<file path="src/rtl/shield_pkg.sv">
package shield_pkg;

    localparam int AW = 32;
    localparam int DW = 32;

    typedef enum logic [1:0] {
        CAUSE_NONE    = 2'd0,
        CAUSE_RSHIELD = 2'd1,
        CAUSE_WSHIELD = 2'd2,
        CAUSE_ALIGN   = 2'd3
    } cause_e;

    // Protection values of one frame
    typedef struct packed {
        logic [AW-1:0] rd_floor;
        logic [AW-1:0] wr_floor;
        logic [AW-1:0] top;
    } guard_t;

    // Verdict on one access
    typedef struct packed {
        logic          valid;
        cause_e        cause;
        logic          commit;
        logic          inv;
        logic [AW-1:0] addr;
        logic [DW-1:0] data;
        logic [DW-1:0] rdata;
    } verdict_t;

    localparam guard_t GUARD_RESET = '{rd_floor: '0, wr_floor: '0, top: '1};

    function automatic logic word_aligned(input logic [AW-1:0] a);
        return a[1:0] == 2'b00;
    endfunction

    function automatic logic below(input logic [AW-1:0] a, input logic [AW-1:0] b);
        return a < b;
    endfunction

endpackage

</file>
<file path="src/rtl/shield_regs.sv">
module shield_regs
    import shield_pkg::*;
(
    input  logic   clk,
    input  logic   rst,
    input  logic   call_en,
    input  guard_t call_val,
    input  logic   ret_en,
    input  guard_t ret_val,
    output guard_t cur
);
    guard_t cur_q;

    always_ff @(posedge clk) begin
        if (rst)          cur_q <= GUARD_RESET;
        else if (call_en) cur_q <= call_val;
        else if (ret_en)  cur_q <= ret_val;
    end

    assign cur = cur_q;
endmodule

</file>
<file path="src/rtl/shield_check.sv">
module shield_check
    import shield_pkg::*;
#(
    parameter int            LINE_WORDS = 8,
    parameter logic [DW-1:0] CANARY     = 32'hA5A5_5A5A,
    localparam int           WSEL       = $clog2(LINE_WORDS),
    localparam int           LOFF       = WSEL + 2
) (
    input  logic                acc_valid,
    input  logic                acc_write,
    input  logic [AW-1:0]       acc_addr,
    input  logic [DW-1:0]       acc_wdata,
    input  logic [DW-1:0]       cache_rdata,
    input  guard_t              g,
    output verdict_t            v,
    output logic [AW-LOFF-1:0]  line,
    output logic [LINE_WORDS-1:0] keep
);
    always_comb begin
        v       = '0;
        v.valid = acc_valid;
        v.cause = CAUSE_NONE;
        if (acc_valid) begin
            if (!word_aligned(acc_addr)) begin
                v.cause = CAUSE_ALIGN;
            end else if (acc_write) begin
                if (below(acc_addr, g.wr_floor)) begin
                    v.cause = CAUSE_WSHIELD;
                end else begin
                    v.commit = 1'b1;
                    v.addr   = acc_addr;
                    v.data   = acc_wdata;
                    v.inv    = !below(acc_addr, g.top);
                end
            end else begin
                if (below(acc_addr, g.rd_floor))   v.cause = CAUSE_RSHIELD;
                else if (!below(acc_addr, g.top))  v.rdata = CANARY;
                else                               v.rdata = cache_rdata;
            end
        end
    end

    assign line = v.inv ? acc_addr[AW-1:LOFF] : '0;

    for (genvar w = 0; w < LINE_WORDS; w++) begin : g_keep
        assign keep[w] = v.inv && (acc_addr[LOFF-1:2] == WSEL'(w));
    end
endmodule

</file>
<file path="src/rtl/shield_resp.sv">
module shield_resp
    import shield_pkg::*;
#(
    parameter int  LINE_WORDS = 8,
    localparam int LOFF       = $clog2(LINE_WORDS) + 2
) (
    input  logic                  clk,
    input  logic                  rst,
    input  verdict_t              v_in,
    input  logic [AW-LOFF-1:0]    line_in,
    input  logic [LINE_WORDS-1:0] keep_in,
    output verdict_t              v_out,
    output logic [AW-LOFF-1:0]    line_out,
    output logic [LINE_WORDS-1:0] keep_out
);
    always_ff @(posedge clk) begin
        if (rst) begin
            v_out    <= '0;
            line_out <= '0;
            keep_out <= '0;
        end else begin
            v_out    <= v_in;
            line_out <= line_in;
            keep_out <= keep_in;
        end
    end
endmodule

</file>
<file path="src/rtl/shield_top.sv">
module shield_top
    import shield_pkg::*;
#(
    parameter int            LINE_WORDS = 8,
    parameter logic [31:0]   CANARY     = 32'hA5A5_5A5A,
    localparam int           LOFF       = $clog2(LINE_WORDS) + 2
) (
    input  logic                  clk,
    input  logic                  rst,
    input  logic                  acc_valid,
    input  logic                  acc_write,
    input  logic [31:0]           acc_addr,
    input  logic [31:0]           acc_wdata,
    input  logic [31:0]           cache_rdata,
    input  logic                  call_en,
    input  logic [31:0]           call_rd_floor,
    input  logic [31:0]           call_wr_floor,
    input  logic [31:0]           call_top,
    input  logic                  ret_en,
    input  logic [31:0]           ret_rd_floor,
    input  logic [31:0]           ret_wr_floor,
    input  logic [31:0]           ret_top,
    output logic [31:0]           save_rd_floor,
    output logic [31:0]           save_wr_floor,
    output logic [31:0]           save_top,
    output logic                  rsp_valid,
    output logic [1:0]            rsp_cause,
    output logic [31:0]           rsp_rdata,
    output logic                  st_commit,
    output logic [31:0]           st_addr,
    output logic [31:0]           st_data,
    output logic                  inv_req,
    output logic [31-LOFF+1-1:0]  inv_line,
    output logic [LINE_WORDS-1:0] inv_keep
);
    guard_t                cur;
    guard_t                call_val, ret_val;
    verdict_t              v_now, v_reg;
    logic [AW-LOFF-1:0]    line_now;
    logic [LINE_WORDS-1:0] keep_now;

    assign call_val = '{rd_floor: call_rd_floor, wr_floor: call_wr_floor, top: call_top};
    assign ret_val  = '{rd_floor: ret_rd_floor,  wr_floor: ret_wr_floor,  top: ret_top};

    shield_regs u_regs (
        .clk      (clk),
        .rst      (rst),
        .call_en  (call_en),
        .call_val (call_val),
        .ret_en   (ret_en),
        .ret_val  (ret_val),
        .cur      (cur)
    );

    shield_check #(.LINE_WORDS(LINE_WORDS), .CANARY(CANARY)) u_check (
        .acc_valid   (acc_valid),
        .acc_write   (acc_write),
        .acc_addr    (acc_addr),
        .acc_wdata   (acc_wdata),
        .cache_rdata (cache_rdata),
        .g           (cur),
        .v           (v_now),
        .line        (line_now),
        .keep        (keep_now)
    );

    shield_resp #(.LINE_WORDS(LINE_WORDS)) u_resp (
        .clk      (clk),
        .rst      (rst),
        .v_in     (v_now),
        .line_in  (line_now),
        .keep_in  (keep_now),
        .v_out    (v_reg),
        .line_out (inv_line),
        .keep_out (inv_keep)
    );

    assign save_rd_floor = cur.rd_floor;
    assign save_wr_floor = cur.wr_floor;
    assign save_top      = cur.top;

    assign rsp_valid = v_reg.valid;
    assign rsp_cause = v_reg.cause;
    assign rsp_rdata = v_reg.rdata;
    assign st_commit = v_reg.commit;
    assign st_addr   = v_reg.addr;
    assign st_data   = v_reg.data;
    assign inv_req   = v_reg.inv;
endmodule

</file>
<file path="config.mk">
export PLATFORM = sky130hd
export DESIGN_NAME = shield_top
export DESIGN_NICKNAME = d
export VERILOG_FILES = /design/src/rtl/shield_pkg.sv /design/src/rtl/shield_regs.sv /design/src/rtl/shield_check.sv /design/src/rtl/shield_resp.sv /design/src/rtl/shield_top.sv
export SDC_FILE = /design/constraint.sdc
export NUM_CORES = 1
export LEC_CHECK = 0
export BUFFER_PORTS_ARGS = -buffer_cell sky130_fd_sc_hd__buf_4
export CORE_AREA = 2 2 205 207
export CTS_BUF_LIST = sky130_fd_sc_hd__clkbuf_8 sky130_fd_sc_hd__clkbuf_16
export CTS_CLUSTER_SIZE = 30
export DETAILED_ROUTE_END_ITERATION = 10
export DIE_AREA = 0 0 207 209
export PLACE_DENSITY = 0.55
export SKIP_LAST_GASP = 1
export SLEW_MARGIN = 5
export SYNTH_ARGS = -nofsm -noshare
export SYNTH_HDL_FRONTEND = slang
export SYNTH_SLANG_ARGS = --single-unit
</file>
<file path="constraint.sdc">
create_clock -name clk -period 5 [get_ports clk]
set_input_delay 0.25 -clock clk [delete_from_list [all_inputs] [get_ports clk]]
set_output_delay 0.25 -clock clk [all_outputs]
set_load 0.1 [all_outputs]
</file>
==> run summary <==
crit end category -> flop
final WL -> 42.8 mm
worst r2r src -> u_regs.cur[1]
Rel. slew slack -> 0.345
nets -> 2256
Avg Inst Size Synth -> 8.87 µm²
commonest cells after routing, fill and taps aside -> buf_4 (530), dfxtp_1 (232), dlygate4sd3_1 (173), nor2_1 (137), inv_1 (132)
RD Place Congestion -> 0.858
CP Launch Type -> flop
Max stage delay on crit path -> 0.66 ns
Final Util -> 0.429
Max Cap Viol -> 0
warnings from Yosys -> 0
P per Cell Area -> 299 nW/µm²
top cells by area, synth -> dfxtp_1 (43%), ha_1 (11%), mux2i_1 (9.0%), a21oi_1 (4.8%), nor2_1 (4.8%)
initial DRC count -> 467
fraction of registers with async set/reset -> 0
Setup CP Type -> reg2reg
min Tclk post-route -> 2.89 ns
Critical Path AT -> 3.26 ns
Worst-path clk slew -> 0.06 ns
# IOs -> 526
critical-path maximum fanout -> 36
total congestion overflow -> 0
Synth area leader -> dfxtp_1
status -> complete, no violations
post-route ant nets -> 0
worst vdd ir -> 0.000226 V
vias in the first global route -> 10900
worst slew pin tran -> 0.983 ns
Post-synth EDFFs -> 0
CTS Sinks -> 232
ANT cells -> 0
setup_tns -> 0 ns
Die H -> 209 µm
Final setup viols -> 0
row count -> 75
CP cell instances -> inv_1, ha_1, a2111oi_0, nor3_1, o41ai_2, buf_4, and2_2, nor4_1
CP required -> 5.37 ns
library cells used by synthesis -> 49
router iterations before antenna repair -> 5
Layout area overhead -> 65.2%
commonest non-fill, non-tap cell in the layout -> buf_4
pin count of the biggest net entering global routing -> 115
setup bufs post-CTS -> 0
area of the core -> 41300 µm²
share of layout cells above drive strength 1 -> 0.310
fmax -> 0.346 GHz
clock root cell -> clkbuf_16
worst r2r dst -> u_resp.line_out[19]
Synth top area share -> 0.433
die width -> 207 µm
hold slack -> 0.0289 ns
starting density of the core -> 0.260
Syn Std Cell Area -> 10700 µm²
final count of hold timing violations -> 0
wire per inst -> 17.7 µm
LEAKAGE -> 8.57 nW
total vias in the final route -> 11000
hold path start -> ret_top[13]
RSZ-0062 raised after global routing -> no
Synth Flop Type -> dfxtp_1
Hold EP -> u_regs.cur[13]
first-pass GRT wire length -> 64.3 mm
DRC -> 0
# H-tree levels -> 1
clock buffer depth -> 3
Total GRT Usage -> 0.188
initial antenna violation count -> 0
WHS Path Cells -> 5
Worst Clk Skew -> 0.0301 ns
register area share after synthesis -> 0.433
CTS tree -> yes
die area -> 43300 µm²
drt via density -> 4.52
Yosys reg bits -> 232
crit share post-route -> 0.578
clock buffer count from CTS -> 27
R2R setup slack -> 2.11 ns
Critical-path top delay cell -> and2_2
R2R depth -> 8
class of the worst hold path -> in2reg
Worst-Skew Late Latency -> 0.55 ns
Max Slew Vio Count -> 0
I/O Buffers -> 525
Mapped Cells -> 1210
dpl hpwl -> 32.6 mm
## area by class of cell
type / count / area (µm²)
timing repair buffer: 706 / 5760
inverter: 127 / 477
sequential: 232 / 4640
tap: 539 / 674
clock buffer: 32 / 744
fill: 4113 / 23600
clock inverter: 14 / 121
multi-input combinational: 775 / 5310
## routing by layer
metal  vias up  GRT usage  wire (µm)
met4         0     0.0429        776
met5         -          0          0
li1       5463          -          -
met3        48     0.0353       2540
met2       387      0.325      20500
met1      5053      0.243      19000
## sequential cells by signal, indices dropped and copies added, names as in the netlist
name             flops
u_resp.keep_out      8
u_resp.line_out     27
u_resp.v_out       101
u_regs.cur          96
## kinds of logic (layout without fill, tap and decap cells)
group           count (synthesis)  in the layout  share of synthesized area
simple gates                  378            378                      0.177
flops                         232            232                      0.433
compound gates                205            205                      0.116
buf+inv                       204            879                     0.0747
mux                            97             97                     0.0906
fa+ha+maj                      93             93                      0.108
other cells                     1              2                   0.000349
## repair_timing
item,CTS,global route
endpoints found under the hold margin,175,0
gates resized for setup,0,0
hold buffers,173,0
## worst max path at each step
stage / startpoint / to / slack (ns) / cells past startpoint
floorplan: u_regs.cur[95] / u_resp.v_out[19] / 1.98 / 8
global placement: acc_addr[1] / u_resp.keep_out[6] / 2.06 / 8
detailed placement: acc_addr[19] / u_resp.v_out[13] / 2.01 / 8
CTS: u_regs.cur[19] / u_resp.line_out[19] / 2.03 / 8
global route: u_regs.cur[1] / u_resp.line_out[19] / 1.68 / 8
finish: u_regs.cur[1] / u_resp.line_out[19] / 2.11 / 8
## report_power, final
group	switching [mW]	internal, mW	leakage [nW]
clock	0.776	1.15	0.452
combinational	0.888	0.511	6.23
sequential	0.0529	1.91	1.90
## stage by stage
step	cells	worst slack, ns	power, mW	instance area (µm²)
finish	2425	2.11	5.29	17700
floorplan	1211	1.98	2.85	10700
detailed placement	2206	2.01	3.30	15100
CTS	2425	2.03	5.36	17700
global placement	2206	2.06	3.28	15100
global route	2425	1.68	5.53	17700
## cell usage after synthesis (2+ instances only)
cell	number
mux2i_1	96
nand2_1	51
o21ai_0	43
a211oi_1	4
ha_1	93
a21oi_1	104
buf_1	10
a2bb2oi_1	16
a21o_1	11
a2111oi_0	2
nor4_1	35
nor3_1	32
dfxtp_1	232
a211oi_2	3
and2_0	2
clkbuf_1	46
a221o_1	2
buf_4	4
o21a_1	3
a221oi_1	5
inv_1	127
or3b_2	2
or3_1	4
and4_1	6
nand3_1	19
nand3b_1	4
buf_2	17
nor2_1	137
nand4_1	9
nor3b_1	35
nand2b_1	38
## worst max-delay path, delay by kind of cell, from the launching register on
family	cells	cell delay, ns
simple gates	3	0.92
buf+inv	2	0.32
compound gates	2	0.84
flops	1	0.33
fa+ha+maj	1	0.27
No activity file was read; power rests on OpenSTA's default activity.
